--- config.mk ---
export PLATFORM = sky130hd
export DESIGN_NAME = msg_server
export DESIGN_NICKNAME = d
export VERILOG_FILES = /design/src/rtl/msgsrv_pkg.sv /design/src/rtl/msgsrv_rom.sv /design/src/rtl/msgsrv_label_table.sv /design/src/rtl/msgsrv_req_gate.sv /design/src/rtl/msg_server.sv
export SDC_FILE = /design/constraint.sdc
export NUM_CORES = 1
export LEC_CHECK = 0
export BUFFER_PORTS_ARGS = -buffer_cell sky130_fd_sc_hd__buf_2
export CORE_ASPECT_RATIO = 0.9
export CORE_UTILIZATION = 30
export CTS_CLUSTER_DIAMETER = 30
export CTS_CLUSTER_SIZE = 14
export DETAILED_ROUTE_END_ITERATION = 12
export PLACE_DENSITY = 0.44
export SLEW_MARGIN = 20
export SYNTH_ARGS = -nofsm -noshare
export SYNTH_HDL_FRONTEND = slang
export SYNTH_SLANG_ARGS = --single-unit
--- constraint.sdc ---
create_clock -name clk -period 9 [get_ports clk]
set_input_delay 2.25 -clock clk [delete_from_list [all_inputs] [get_ports clk]]
set_output_delay 2.25 -clock clk [all_outputs]
set_load 0.02 [all_outputs]
--- src/rtl/msgsrv_pkg.sv ---
// Package: shared word format, store image and label-table builder.
// Assumes labels fit in MSG_LABEL_W bits and label 0 is never defined.
package msgsrv_pkg;

    localparam int MSG_ROM_DEPTH = 32;
    localparam int MSG_ADDR_W    = $clog2(MSG_ROM_DEPTH);
    localparam int MSG_LABEL_W   = 4;
    localparam int MSG_LABELS    = 1 << MSG_LABEL_W;

    // control token codes (valid only with the ctrl flag set)
    localparam logic [7:0] TOK_LABEL = 8'h01;
    localparam logic [7:0] TOK_TEXT  = 8'h02;
    localparam logic [7:0] TOK_END   = 8'h03;

    typedef struct packed {
        logic       ctrl;
        logic [7:0] val;
    } rom_word_t;

    typedef rom_word_t [MSG_ROM_DEPTH-1:0] rom_image_t;

    typedef struct packed {
        logic                  hit;
        logic [MSG_ADDR_W-1:0] start;
    } label_entry_t;

    typedef label_entry_t [MSG_LABELS-1:0] label_map_t;

    function automatic rom_word_t tok(input logic [7:0] code);
        rom_word_t w;
        w.ctrl = 1'b1;
        w.val  = code;
        return w;
    endfunction

    function automatic rom_word_t chr(input logic [7:0] c);
        rom_word_t w;
        w.ctrl = 1'b0;
        w.val  = c;
        return w;
    endfunction

    // Canned message store; unused words are plain zero.
    function automatic rom_image_t build_image();
        rom_image_t img;
        img = '0;
        // label 1: "HI"
        img[0]  = tok(TOK_LABEL); img[1]  = chr(8'd1);  img[2]  = tok(TOK_TEXT);
        img[3]  = chr("H");       img[4]  = chr("I");   img[5]  = tok(TOK_END);
        // label 2: "ABC"
        img[6]  = tok(TOK_LABEL); img[7]  = chr(8'd2);  img[8]  = tok(TOK_TEXT);
        img[9]  = chr("A");       img[10] = chr("B");   img[11] = chr("C");
        img[12] = tok(TOK_END);
        // label 5: empty message
        img[13] = tok(TOK_LABEL); img[14] = chr(8'd5);  img[15] = tok(TOK_TEXT);
        img[16] = tok(TOK_END);
        // label 7: text containing the label code as data
        img[17] = tok(TOK_LABEL); img[18] = chr(8'd7);  img[19] = tok(TOK_TEXT);
        img[20] = chr(8'h01);     img[21] = chr(8'h09); img[22] = chr("Z");
        img[23] = tok(TOK_END);
        return img;
    endfunction

    // Elaboration-time scan: only flagged label tokens define entries.
    function automatic label_map_t build_label_map(input rom_image_t img);
        label_map_t m;
        m = '0;
        for (int i = 0; i + 3 < MSG_ROM_DEPTH; i++) begin
            if (img[i].ctrl && img[i].val == TOK_LABEL && !img[i+1].ctrl &&
                img[i+1].val != 8'd0 && int'(img[i+1].val) < MSG_LABELS &&
                img[i+2].ctrl && img[i+2].val == TOK_TEXT) begin
                m[img[i+1].val[MSG_LABEL_W-1:0]].hit   = 1'b1;
                m[img[i+1].val[MSG_LABEL_W-1:0]].start = MSG_ADDR_W'(i + 3);
            end
        end
        return m;
    endfunction

endpackage

--- src/rtl/msgsrv_rom.sv ---
// Message store: combinational read of the elaborated image.
// Assumes ADDR_W matches the package store depth.
module msgsrv_rom
    import msgsrv_pkg::*;
#(
    parameter int ADDR_W = MSG_ADDR_W
) (
    input  logic [ADDR_W-1:0] addr,
    output logic              word_ctrl,
    output logic [7:0]        word_val
);
    localparam rom_image_t IMAGE = build_image();

    // read the addressed word
    always_comb begin
        word_ctrl = IMAGE[addr].ctrl;
        word_val  = IMAGE[addr].val;
    end
endmodule

--- src/rtl/msgsrv_label_table.sv ---
// Redirection table: label number -> first character address.
// Built from the store image at elaboration; no run-time search.
module msgsrv_label_table
    import msgsrv_pkg::*;
#(
    parameter int LABEL_W = MSG_LABEL_W,
    parameter int ADDR_W  = MSG_ADDR_W
) (
    input  logic [LABEL_W-1:0] label,
    output logic               hit,
    output logic [ADDR_W-1:0]  start
);
    localparam label_map_t MAP = build_label_map(build_image());

    // look up the entry
    always_comb begin
        hit   = MAP[label].hit;
        start = MAP[label].start;
    end
endmodule

--- src/rtl/msgsrv_req_gate.sv ---
// Request gate: a nonzero request starts work only once per return
// to zero, and the request is only observed while the server is idle.
module msgsrv_req_gate #(
    parameter int LABEL_W = msgsrv_pkg::MSG_LABEL_W
) (
    input  logic               clk,
    input  logic               rst_n,
    input  logic [LABEL_W-1:0] req_label,
    input  logic               idle,
    output logic               start
);
    logic armed;

    assign start = idle && armed && (req_label != '0);

    // re-arm on zero seen while idle, disarm on a taken request
    always_ff @(posedge clk) begin
        if (!rst_n)                        armed <= 1'b1;
        else if (idle && req_label == '0)  armed <= 1'b1;
        else if (start)                    armed <= 1'b0;
    end

    // after a request is taken, the same value cannot start again next cycle
    assert_no_repeat_R7: assert property (@(posedge clk) disable iff (!rst_n)
        start |=> !start);
endmodule

--- src/rtl/msg_server.sv ---
// Label-requested canned message server (top).
// Takes a request, sends the message characters over valid/ready,
// pulses done; unknown labels set a sticky err. Assumes the host
// clears the request to zero after done.
module msg_server
    import msgsrv_pkg::*;
#(
    parameter int LABEL_W = MSG_LABEL_W,
    parameter int ADDR_W  = MSG_ADDR_W
) (
    input  logic               clk,
    input  logic               rst_n,
    input  logic [LABEL_W-1:0] req_label,
    output logic [7:0]         tx_data,
    output logic               tx_valid,
    input  logic               tx_ready,
    output logic               busy,
    output logic               done,
    output logic               err
);
    typedef enum logic {ST_IDLE, ST_SEND} state_t;

    state_t            state;
    logic [ADDR_W-1:0] ptr;
    logic              start;
    logic              hit;
    logic [ADDR_W-1:0] first_addr;
    logic              word_ctrl;
    logic [7:0]        word_val;

    msgsrv_req_gate #(.LABEL_W(LABEL_W)) u_gate (
        .clk(clk), .rst_n(rst_n), .req_label(req_label),
        .idle(state == ST_IDLE), .start(start)
    );

    msgsrv_label_table #(.LABEL_W(LABEL_W), .ADDR_W(ADDR_W)) u_table (
        .label(req_label), .hit(hit), .start(first_addr)
    );

    msgsrv_rom #(.ADDR_W(ADDR_W)) u_rom (
        .addr(ptr), .word_ctrl(word_ctrl), .word_val(word_val)
    );

    // present the current character; control words are never sent
    always_comb begin
        tx_valid = (state == ST_SEND) && !word_ctrl;
        tx_data  = word_val;
        busy     = (state == ST_SEND);
    end

    // sequencer: start, advance on handshake, finish on end token
    always_ff @(posedge clk) begin
        if (!rst_n) begin
            state <= ST_IDLE;
            ptr   <= '0;
            done  <= 1'b0;
            err   <= 1'b0;
        end else begin
            done <= 1'b0;
            case (state)
                ST_IDLE: begin
                    if (start) begin
                        if (hit) begin
                            state <= ST_SEND;
                            ptr   <= first_addr;
                        end else begin
                            err <= 1'b1;
                        end
                    end
                end
                ST_SEND: begin
                    if (word_ctrl) begin
                        state <= ST_IDLE;
                        done  <= 1'b1;
                    end else if (tx_ready) begin
                        ptr <= ptr + 1'b1;
                    end
                end
                default: state <= ST_IDLE;
            endcase
        end
    end

    assert_hold_stalled_R3: assert property (@(posedge clk) disable iff (!rst_n)
        (tx_valid && !tx_ready) |=> (tx_valid && $stable(tx_data)));
    assert_done_single_R4: assert property (@(posedge clk) disable iff (!rst_n)
        done |=> !done);
    assert_done_ends_busy_R4: assert property (@(posedge clk) disable iff (!rst_n)
        done |-> ($past(busy) && !busy));
    assert_err_sticky_R9: assert property (@(posedge clk) disable iff (!rst_n)
        err |=> err);
    assert_err_silent_R9: assert property (@(posedge clk) disable iff (!rst_n)
        $rose(err) |-> (!busy && !tx_valid));
    assert_valid_in_busy_R2: assert property (@(posedge clk) disable iff (!rst_n)
        tx_valid |-> busy);
endmodule

# Yosys cells after proc, flatten, opt, wreduce, memory -nomap -nowiden
# Memory sizes are Yosys's and may differ from the RTL's. A register that Yosys moved wholly into a read port is not among the register bits.
# Index checks and enable logic that the tools add are counted.
[totals]
register_bits = 9
latchBits = 0
mem_bits_rw = 0
rom_bits = 384
input_bits = 7
out_inout_bits = 12
elab_cells = 42
mem_count = 2
[classes]
add_sub_neg = 1
n_mul = 0
n_div = 0
n_lt_le_gt_ge = 2
n_eq_ne = 4
n_shift = 0
muxes = 14
bitwise_logic = 3
reduce_logical = 11
[mem_list]
columns = ["memory", "depth", "width", "read_ports", "rd_clocked_by_memory_dff", "wr", "line_no", "rtl"]
rows = [
  ["(no name shown)", 32, 9, 1, 1, 0, "msgsrv_rom.sv:16", "word_ctrl = IMAGE[addr].ctrl;"],
  ["(no name shown)", 16, 6, 1, 0, 0, "msgsrv_label_table.sv:17", "hit = MAP[label].hit;"],
]
[ops]
columns = ["cell", "n"]
rows = [
  ["2-to-1 mux 5 bit", 6],
  ["one-hot mux 5 bit (2 select lines)", 1],
  ["2-to-1 mux 9 bit", 1],
  ["!= test 2 bit, second input constant", 4],
  ["less-than comparator 5 x 6 -> 1 bit, second input constant", 1],
  ["2-to-1 mux 6 bit", 1],
  ["adder 5 x 1 -> 5 bit, second input constant", 1],
  ["less-than comparator 4 x 5 -> 1 bit, second input constant", 1],
  ["logical AND 1 bit", 4],
  ["zero test 4 bit", 1],
  ["2-to-1 mux 1 bit", 4],
  ["AND reduction 4 bit", 1],
  ["nonzero test 4 bit", 1],
  ["NOT 1 bit", 3],
  ["AND reduction 3 bit", 1],
  ["one-hot mux 1 bit (2 select lines)", 1],
  ["AND reduction 2 bit", 1],
  ["OR reduction 2 bit", 1],
  ["zero test 1 bit", 1],
]

# Depth between registers and ports, before layout
[logic_depth]
word_depth = 7
mapped_depth = 12
depth_no_buf = 11

# By module
# Synthesis repeated with hierarchy kept, for this count alone.
[unflattened]
cells_unflattened = 114
area_unflattened_um2 = 973.4
[by_module_without_submodules]
columns = ["module", "instances", "cells_per_inst", "area_per_inst_um2", "seq_area_each_um2"]
rows = [
  ["msg_server", 1, 50, 456.7, 160.2],
  ["msgsrv_rom", 1, 46, 369.1, 0.0],
  ["msgsrv_label_table", 1, 12, 96.3, 0.0],
  ["msgsrv_req_gate", 1, 6, 51.3, 20.0],
]

# Least setup slack after synthesis
# Ideal clock, no wire load.
[synth_path]
path_kind = "input port to flip-flop"
start = "input port req_label[0]"
end = "register tx_data[1] (netlist name)"
setup_ns = 0.122
arrival_ns = 4.513
required_time_ns = 8.878
setup_slack_ns = 4.365
cell_stages = 12
path_buffers = 1
path_cell_list = "inv_1 -> ha_1 -> nor3b_1 -> o41a_1 -> buf_6 -> or4b_4 -> nand2_4 -> inv_2 -> ha_1 -> a21oi_1 -> a2111oi_2 -> a221o_1"
[synth_lines]
columns = ["element", "line_no", "rtl"]
rows = [
  ["start, declared", "msg_server.sv:13", "input logic [LABEL_W-1:0] req_label,"],
]

==> flow_summary.json <==
{
  "status": "finished, final reports clean",
  "worst_slack_ns": 4.11,
  "drt_iter0_markers": 39,
  "relSlewSlack": 0.570,
  "hpwl_mm": 1.98,
  "drv_slew": 0,
  "critical_path.startpoint_type": "primary input",
  "r2r_setup_slack_ns": 6.09,
  "cap_violations": 0,
  "powerDensity_nw_per_um2": 147,
  "ys_types": 48,
  "antenna_found_initial": 0,
  "cts_sinks": 16,
  "topRoutingLayerUsed": "met4",
  "die_y_um": 60.5,
  "reg2reg_to": "tx_data[1]",
  "cpPeakStageDelay_ns": 0.54,
  "grt_overflow": 0,
  "finalWeightedCongestion": 0.763,
  "layout_common_cells": "16 x dfxtp_1, 16 x buf_2, 11 x ha_1, 10 x nand2_1, 6 x nand3_1",
  "grt_pass1_vias": 915,
  "met1_length_mm": 1.29,
  "drcViolationCount": 0,
  "p_total_mw": 0.189,
  "cts_setup_buffers": 0,
  "path_cells": "buf_2 > inv_1 > ha_1 > mux2i_1 > o41a_1 > mux2i_1 > inv_1 > ha_1 > nand3_1 > o2bb2ai_1 > a221o_1",
  "cts.clk_slew.worst_paths_ns": 0.07,
  "cts_tree": "yes",
  "synth-edff-count": 0,
  "ys.warnings.count": 0,
  "cp-startpoint": "req_label[0]",
  "port_buffers": 16,
  "drtPass1Iterations": 4,
  "path_depth": 11,
  "period_share": 0.543,
  "place_ws_ns": 3.87,
  "grt_start_max_net_pins": 19,
  "htree_levels": 1,
  "fmax_ghz": 0.205,
  "cts_root_buf": "clkbuf_8",
  "stdcell_area_sq_um": 1290,
  "tightestPinTransition_ns": 0.638,
  "cts_resized": 0,
  "clockBufferDepth": 2,
  "cp_data_required_time_ns": 9.15,
  "critPathCaptureType": "register",
  "initial_core_util": 0.326,
  "grt_first_pass_wirelength_mm": 4.35,
  "vias_per_cell": 5.32,
  "synthTopCellsByArea": "dfxtp_1 28%, ha_1 12%, mux2i_1 4.4%",
  "ir_drop_mv": 0.0454,
  "num_io_pins": 19,
  "cts_hold_buf": 0,
  "skew_ns": 0.00372,
  "hold_viol": 0,
  "post_drt_wl_per_cell_um": 13.8,
  "synthToLayoutAreaGrowth_pct": 13.2,
  "r2r_cells": 9,
  "p_leak_nw": 0.588,
  "worst-path-buf-inv": 3,
  "synth-seq-area-share": 0.281,
  "setup_viol": 0,
  "yosys.area.top_type": "dfxtp_1",
  "final_layout_size_suffix_gt1_frac": 0.204,
  "grt_setup_unrepaired": "false",
  "cts_buffers": 3,
  "drtAntennaViolNets": 0,
  "track_usage": 0.144,
  "path_max_fanout": 9,
  "instances_no_fill": 186,
  "cp.arrival_ns": 5.04,
  "path_class": "primary input to register",
  "synth_seq_cells": 16,
  "die_area_sq_um": 4050,
  "num_rows": 20,
  "wl_mm": 2.56,
  "finalCriticalPeriod_ns": 4.89,
  "worstSkewPairLatency_ns": 0.26,
  "syn_area_sq_um": 1140,
  "vias": 989,
  "synth_top_area_share": 0.281,
  "coreArea_sq_um": 3500,
  "dr_wl_met3_um": 108,
  "endpoint": "tx_data[1]",
  "rr_startpoint": "busy",
  "tns_ns": 0,
  "crit_family": "multiplexers",
  "hp-class": "register to register",
  "syn_avg_cell_area_sq_um": 8.91,
  "diodes": 0,
  "wl_met2_mm": 1.15,
  "synth-main-ff-cell": "dfxtp_1",
  "synthCells": 128,
  "synthArstFlopShare": 0,
  "nets": 161,
  "die_x_um": 67.0,
  "dp.cells": 182,
  "placedInstanceArea_sq_um": 1240,
  "critPathSlowestCell": "mux2i_1"
}
==> Yosys cell counts, drive strengths merged (2+ instances only) <==
cell / number
o21a: 3
ha: 11
clkbuf: 2
nand3: 6
nor3b: 2
nor3: 3
nor2b: 2
a21o: 3
nand2b: 2
o211ai: 3
dfxtp: 16
and2: 2
a21oi: 5
o21ai: 6
xnor2: 3
mux2i: 5
a21boi: 2
inv: 7
a221oi: 2
nand2: 11
nor2: 3
a221o: 3
buf: 5
and3: 2
==> kinds of logic (layout without fill, tap and decap cells) <==
logic type      count (synthesis)  count (layout)  synth area share
compound gates                 40              40             0.279
xor+xnor                        3               3            0.0230
fa+ha+maj                      11              11             0.121
buf+inv                        14              27            0.0614
flops                          16              16             0.281
mux                             5               5            0.0439
other cells                     1               2           0.00329
simple gates                   38              38             0.189
==> how the worst min path moves through the flow <==
stage	from	to	cells past startpoint
4_1_cts	u_gate.armed	u_gate.armed	2
5_1_grt	u_gate.armed	u_gate.armed	2
3_5_place_dp	u_gate.armed	u_gate.armed	2
3_3_place_gp	u_gate.armed	u_gate.armed	2
2_1_floorplan	u_gate.armed	u_gate.armed	2
6_report	u_gate.armed	u_gate.armed	2
==> registers in the layout (all words and copies together) (netlist names) <==
register,cells
busy,1
done,1
err,1
ptr,5
tx_data,6
u_gate.armed,1
u_rom.word_ctrl,1
==> layout make-up <==
class	count	area, sq um
clock buffer	4	55.1
fill	369	2210
inverter	7	26.3
multi-input combinational	99	754
sequential	16	320
tap	44	55.1
timing repair buffer	16	80.1
==> power breakdown <==
| part | internal (mW) | total (mW) | switching (mW) |
|---|---|---|---|
| Clock | 0.0389 | 0.0652 | 0.0263 |
| Sequential | 0.0766 | 0.0803 | 0.00368 |
| Combinational | 0.0169 | 0.0440 | 0.0271 |
==> stage by stage <==
stage | hold WS [ns] | utilization
finish | 0.500 | 0.369
global route | 0.528 | 0.369
CTS | 0.503 | 0.369
detailed placement | 0.493 | 0.353
global placement | 0.470 | 0.353
floorplan | 0.456 | -
==> per-layer routing <==
metal / GRT usage / vias up
met5: 0 / -
met4: 0.0274 / 0
met3: 0.0414 / 3
met2: 0.237 / 22
met1: 0.189 / 466
li1: - / 498
==> tightest hold or removal path: cells and delay by family, from the launching register on <==
family / cells / cell delay (ns)
flip-flops: 1 / 0.32
AO/OA/AOI/OAI: 1 / 0.08
AND/OR/NAND/NOR: 1 / 0.05
Note: power is estimated with default switching activity, not from simulation.
